==> src/rtl/err_msg_fifo_pkg.sv <==
// Shared types and field positions for the root port error message queue.
package err_msg_fifo_pkg;

    typedef enum logic [1:0] {
        SEV_CORR     = 2'd0,
        SEV_NONFATAL = 2'd1,
        SEV_FATAL    = 2'd2,
        SEV_RSVD     = 2'd3
    } sev_e;

    typedef struct packed {
        sev_e        sev;
        logic [15:0] rid;
    } entry_t;

    localparam int ENTRY_W   = $bits(entry_t);
    localparam int VALID_POS = 18;
    localparam int OVF_POS   = 19;
    localparam int EVT_BASE  = 9;
    localparam int NUM_SEV   = 3;

endpackage

==> src/rtl/errq_store.sv <==
// Circular storage for error entries.
// Assumes: push_i and pop_i are single-cycle requests. A pop on an empty
// queue is ignored. A push on a full queue is accepted only when a pop
// takes effect in the same cycle; otherwise it is dropped and drop_o is high.
module errq_store
    import err_msg_fifo_pkg::*;
#(
    parameter int DEPTH = 16
) (
    input  logic   clk,
    input  logic   rst_n,
    input  logic   push_i,
    input  logic   pop_i,
    input  entry_t din_i,
    output entry_t head_o,
    output logic   empty_o,
    output logic   full_o,
    output logic   drop_o
);

    localparam int AW = (DEPTH > 1) ? $clog2(DEPTH) : 1;
    localparam int CW = $clog2(DEPTH + 1);
    localparam logic [AW-1:0] LAST_PTR = AW'(DEPTH - 1);
    localparam logic [CW-1:0] FULL_CNT = CW'(DEPTH);

    entry_t          mem [DEPTH];
    logic [AW-1:0]   wr_ptr;
    logic [AW-1:0]   rd_ptr;
    logic [CW-1:0]   cnt;
    logic            pop_eff;
    logic            push_eff;

    function automatic logic [AW-1:0] bump(input logic [AW-1:0] p);
        return (p == LAST_PTR) ? '0 : p + 1'b1;
    endfunction

    // Decide which requests take effect this cycle.
    always_comb begin
        empty_o  = (cnt == '0);
        full_o   = (cnt == FULL_CNT);
        pop_eff  = pop_i && !empty_o;
        push_eff = push_i && (!full_o || pop_eff);
        drop_o   = push_i && full_o && !pop_eff;
    end

    // Write an accepted entry into the slot at the tail.
    always_ff @(posedge clk) begin
        if (push_eff) begin
            mem[wr_ptr] <= din_i;
        end
    end

    // Advance the pointers and the fill count.
    always_ff @(posedge clk) begin
        if (!rst_n) begin
            wr_ptr <= '0;
            rd_ptr <= '0;
            cnt    <= '0;
        end else begin
            if (push_eff) wr_ptr <= bump(wr_ptr);
            if (pop_eff)  rd_ptr <= bump(rd_ptr);
            case ({push_eff, pop_eff})
                2'b10:   cnt <= cnt + 1'b1;
                2'b01:   cnt <= cnt - 1'b1;
                default: cnt <= cnt;
            endcase
        end
    end

    // Present the oldest entry.
    always_comb head_o = mem[rd_ptr];

endmodule

==> src/rtl/errq_event.sv <==
// Turns each accepted message severity into a one-cycle event pulse.
// Assumes: msg_ok is already qualified, so reserved severities never reach it.
// The pulse appears in the cycle after the push edge.
module errq_event
    import err_msg_fifo_pkg::*;
(
    input  logic        clk,
    input  logic        rst_n,
    input  logic        msg_ok,
    input  sev_e        sev,
    output logic [31:0] evt_o
);

    logic [NUM_SEV-1:0] hit_d;
    logic [NUM_SEV-1:0] hit_q;

    for (genvar g = 0; g < NUM_SEV; g++) begin : g_sev
        assign hit_d[g] = msg_ok && (sev == sev_e'(g));
    end

    // Register the decoded severity so each pulse lasts one cycle.
    always_ff @(posedge clk) begin
        if (!rst_n) hit_q <= '0;
        else        hit_q <= hit_d;
    end

    // Place the pulses at their event bit positions.
    always_comb begin
        evt_o = '0;
        evt_o[EVT_BASE +: NUM_SEV] = hit_q;
    end

endmodule

==> src/rtl/errq_regview.sv <==
// Register decode: builds the read word for the queue head and turns a
// write at the queue offset into a pop request.
// Assumes: the caller ignores pop_req when the queue is empty.
module errq_regview
    import err_msg_fifo_pkg::*;
#(
    parameter int              ADDR_W     = 12,
    parameter logic [ADDR_W-1:0] REG_OFFSET = ADDR_W'(12'h154)
) (
    input  logic [ADDR_W-1:0] addr,
    input  logic              wr,
    input  entry_t            head,
    input  logic              empty,
    input  logic              ovf,
    output logic [31:0]       rdata,
    output logic              pop_req
);

    logic        hit;
    logic [31:0] word;

    // Decode the address, then assemble the status word.
    always_comb begin
        hit     = (addr == REG_OFFSET);
        pop_req = wr && hit;
        word    = '0;
        if (!empty) begin
            word[ENTRY_W-1:0] = head;
            word[VALID_POS]   = 1'b1;
        end
        word[OVF_POS] = ovf;
        rdata = hit ? word : '0;
    end

endmodule

==> src/rtl/err_msg_fifo.sv <==
// Top of the root port error message queue: storage, register view,
// sticky overflow flag and event pulses.
// Assumes: one message per cycle at most; severity code 3 is discarded.
module err_msg_fifo
    import err_msg_fifo_pkg::*;
#(
    parameter int              DEPTH      = 16,
    parameter int              ADDR_W     = 12,
    parameter logic [ADDR_W-1:0] REG_OFFSET = ADDR_W'(12'h154)
) (
    input  logic              clk,
    input  logic              rst_n,
    input  logic              msg_push,
    input  logic [1:0]        msg_sev,
    input  logic [15:0]       msg_rid,
    input  logic [ADDR_W-1:0] csr_addr,
    input  logic              csr_wr,
    output logic [31:0]       csr_rdata,
    output logic [31:0]       evt_o
);

    sev_e   sev_in;
    logic   msg_ok;
    entry_t din;
    entry_t head;
    logic   fifo_empty;
    logic   fifo_full;
    logic   drop;
    logic   pop_req;
    logic   ovf_q;

    // Qualify incoming messages and pack them as entries.
    always_comb begin
        sev_in = sev_e'(msg_sev);
        msg_ok = msg_push && (sev_in != SEV_RSVD);
        din    = '{sev: sev_in, rid: msg_rid};
    end

    errq_store #(.DEPTH(DEPTH)) u_store (
        .clk     (clk),
        .rst_n   (rst_n),
        .push_i  (msg_ok),
        .pop_i   (pop_req),
        .din_i   (din),
        .head_o  (head),
        .empty_o (fifo_empty),
        .full_o  (fifo_full),
        .drop_o  (drop)
    );

    errq_regview #(.ADDR_W(ADDR_W), .REG_OFFSET(REG_OFFSET)) u_view (
        .addr    (csr_addr),
        .wr      (csr_wr),
        .head    (head),
        .empty   (fifo_empty),
        .ovf     (ovf_q),
        .rdata   (csr_rdata),
        .pop_req (pop_req)
    );

    errq_event u_evt (
        .clk    (clk),
        .rst_n  (rst_n),
        .msg_ok (msg_ok),
        .sev    (sev_in),
        .evt_o  (evt_o)
    );

    // Hold the overflow flag from the first dropped message until reset.
    always_ff @(posedge clk) begin
        if (!rst_n)    ovf_q <= 1'b0;
        else if (drop) ovf_q <= 1'b1;
    end

endmodule

==> config.mk <==
export PLATFORM = sky130hd
export DESIGN_NAME = err_msg_fifo
export DESIGN_NICKNAME = d
export VERILOG_FILES = /design/src/rtl/err_msg_fifo_pkg.sv /design/src/rtl/errq_store.sv /design/src/rtl/errq_event.sv /design/src/rtl/errq_regview.sv /design/src/rtl/err_msg_fifo.sv
export SDC_FILE = /design/constraint.sdc
export NUM_CORES = 1
export LEC_CHECK = 0
export BUFFER_PORTS_ARGS = -buffer_cell sky130_fd_sc_hd__clkbuf_2
export CORE_MARGIN = 2
export CORE_UTILIZATION = 54
export DETAILED_ROUTE_END_ITERATION = 10
export GPL_ROUTABILITY_DRIVEN = 0
export PLACE_DENSITY_LB_ADDON = 0.08
export SLEW_MARGIN = 5
export SYNTH_ARGS = -nofsm -noshare
export SYNTH_HDL_FRONTEND = slang
export SYNTH_SLANG_ARGS = --single-unit
==> constraint.sdc <==
create_clock -name clk -period 2.5 [get_ports clk]
set_input_delay 0.25 -clock clk [delete_from_list [all_inputs] [get_ports clk]]
set_output_delay 0.25 -clock clk [all_outputs]
set_load 0.01 [all_outputs]
==> results.md <==
* Status: complete, but fails checks
* Violated checks: negative setup slack
* Vias in the first global route at 6776
* Fin Hold WS at 0.1097 ns
* Worst skew pair latency at 0.50 ns
* PortBufs at 56
* DP Wirelength at 16.32 mm
* Max Cap Violations at 0
* Hold Buf Count CTS at 0
* Area Overhead vs Synth at 22.47%
* Vias after detailed routing at 6630
* Area leader, netlist: edfxtp_1
* Worst-Margin Slew at 0.6920 ns
* Area contributors post-synth: edfxtp_1 69%, mux4_2 13%, dfxtp_1 3.3%
* Critical path data required time at 2.25 ns
* HP Class: input pin to flip-flop
* Mean post-synth cell area at 19.25 um2
* Layout cells sized above 1 at 0.4025
* Global-route wire length before repair at 41.30 mm
* Post-synth cell types at 54
* WL final at 28.05 mm
* Remaining DRCs at 0
* Final design utilization at 0.6780
* CTS buffer count at 34
* Post-DP Area at 0.01365 mm2
* Cell total after placement at 1047
* Number of fill cells in the layout at 1490
* Ports at 98
* Maximum VDD drop at 0.0007335 V
* Synth Register Bits at 309
* Setup Viol. Count Final at 11
* Final worst path period share at 1.027
* Worst path arrival time at 2.32 ns
* WL per Instance at 24.98 um
* # rows at 55
* Layout Nets at 829
* Pins Over Slew Limit at 0
* Die ar. at 0.02459 mm2
* Relative slew slack at 0.5380
* RSZ-0062 raised after global routing: yes
* Crit path kind: flip-flop to primary output
* Gate Count Post-Synth at 655
* Setup slack after layout at -0.06687 ns
* Worst Setup Start Kind: flip-flop
* Ys flop type: edfxtp_1
* Min cycle time layout at 2.567 ns
* Overflow after GRT at 0
* Initial Util at 0.5536
* DRT antenna net count at 0
* Multi-input logic area at 0.003578 mm2
* Leak pwr at 5.140 nW
* Final Power at 10.95 mW
* EDFF count, synth at 288
* Max Clock Skew at 0.01719 ns
* FF/Latch Area at 0.009079 mm2
* Worst-path clk slew at 0.05 ns
* Fin cells at 1123
* N_diodes at 0
* CTS root buffer: clkbuf_16
* Worst-path maximum fanout at 7
* PD cells at 708.9 mW/mm2
* Core Footprint at 0.02278 mm2
* All-Layer GR Usage at 0.2319
* Seq/Total Area, Yosys at 0.7192
* Drt first pass iters at 4
* Hold Vio Cnt, Final at 0
* Fin area at 0.01544 mm2
* Die X-Extent at 156.8 um
* Max H-tree Level at 2
* Initial antenna violation count at 0
* CTS tree: built
* Fmax at 389.6 MHz
* Clk sink count at 309
* Die Ht at 156.8 um
* Synthesis Warnings at 0
* First DRT Iteration DRCs at 523
* Dpl ws at -0.2576 ns
* Maximum buffer depth of the clock tree at 3
* Share of the synthesized area in the top cell type at 0.6859
* Vias per cell at 5.904
* Critical path endpoint category: primary output
* Largest net degree at the start of global routing at 40
* Post-synthesis instance area at 0.01261 mm2
* Async SR Flop Fraction at 0
* Fin Setup TNS at -0.2826 ns
[cell usage after synthesis, drive strengths merged (3+ instances only)]
| master | n |
|---|---|
| a211oi | 18 |
| a21oi | 12 |
| and2 | 5 |
| and4 | 5 |
| and4b | 4 |
| buf | 58 |
| clkbuf | 18 |
| dfxtp | 21 |
| edfxtp | 288 |
| ha | 9 |
| inv | 7 |
| mux2i | 3 |
| mux4 | 72 |
| nand2 | 11 |
| nand3 | 4 |
| nand3b | 3 |
| nand4b | 3 |
| nor2 | 6 |
| nor2b | 19 |
| nor3 | 20 |
| nor4b | 6 |
| o211ai | 5 |
| o21ai | 6 |
| o22ai | 18 |
| xor2 | 4 |
[layer usage]
layer	vias to the layer above	wire length, um	GRT usage
met2	249	14620	0.4031
met5	-	0	0
li1	2866	-	-
met3	29	1538	0.03572
met1	3486	11450	0.3127
met4	0	435	0.05199
[cell type report]
| class | instances | share of cell area |
|---|---|---|
| Inverter | 7 | 0.001863 |
| Timing Repair Buffer | 131 | 0.08167 |
| Tap cell | 313 | 0.02536 |
| Sequential cell | 309 | 0.5879 |
| Multi-Input combinational cell | 303 | 0.2317 |
| Clock buffer | 44 | 0.06165 |
| Clock inverter | 16 | 0.009884 |
[critical path: stages (launching register included)]
cell and delay [ns]:
dfxtp_4 0.47, buf_16 0.19, buf_12 0.11, mux4_2 0.50, nor2b_4 0.15, a211oi_2 0.19, nor3_1 0.07, buf_2 0.14
[cell families (layout without fill, tap and decap cells)]
logic type | after synthesis | count (layout) | share of synthesized area
adders and majority gates | 9 | 9 | 0.008931
other | 1 | 41 | 0.0002974
and+or+nand+nor | 103 | 103 | 0.05716
muxes | 75 | 75 | 0.1310
xor gates and xnor gates | 4 | 4 | 0.002778
AOI/OAI and AO/OA | 71 | 71 | 0.03900
buffers and inverters | 83 | 198 | 0.04167
DFF | 309 | 309 | 0.7192
[cell usage in the layout (no fill, tap or decap), drive strengths merged, types with 3 or more instances in the layout]
cell type    n
a21oi       12
o21ai        6
xor2         4
nor4b        6
buf         80
ha           9
nand3b       3
nor2         6
and4b        4
conb        41
edfxtp     288
mux4        72
inv          7
bufinv       3
nor3        20
clkinv      12
and4         5
nor2b       19
clkbuf      95
mux2i        3
a211oi      18
nand3        4
o211ai       5
o22ai       18
dfxtp       21
nand2       11
nand4b       3
and2         5
[sequential cells by signal (all words and copies together), names as in the netlist, named ones only]
register,cells
u_store.mem,288
u_store.cnt,5
u_store.rd_ptr,4
u_store.wr_ptr,4
u_evt.hit_q,3
ovf_q,1
[worst paths after layout]
check                                                 start                     endpoint  slack [ns]  depth (start not counted)
worst max-delay path                              flip-flop                 csr_rdata[9]       -0.07                          7
worst min-delay path                               msg_push    u_evt.hit_q[0]$_SDFF_PN0_        0.11                          3
worst max register to register  u_store.cnt[1]$_SDFFE_PN0P_  u_store.cnt[2]$_SDFFE_PN0P_       -0.01                         11
worst min register to register           ovf_q$_SDFFE_PN0P_           ovf_q$_SDFFE_PN0P_        0.48                          2
[where the power goes]
part	internal [mW]	switching, mW
sequential	5.69	0.0131
clock	2.99	1.89
combinational	0.131	0.223
total	8.82	2.13
[repair_timing]
action / CTS / global route
hold endpoints to repair: 0 / 0
endpoints found under the setup margin: 22 / 22
buffers inserted: 13 / 9
pin swaps: 38 / 24
resized for setup: 64 / 34
gates cloned: 5 / 0
(Power assumes the default switching activity.)
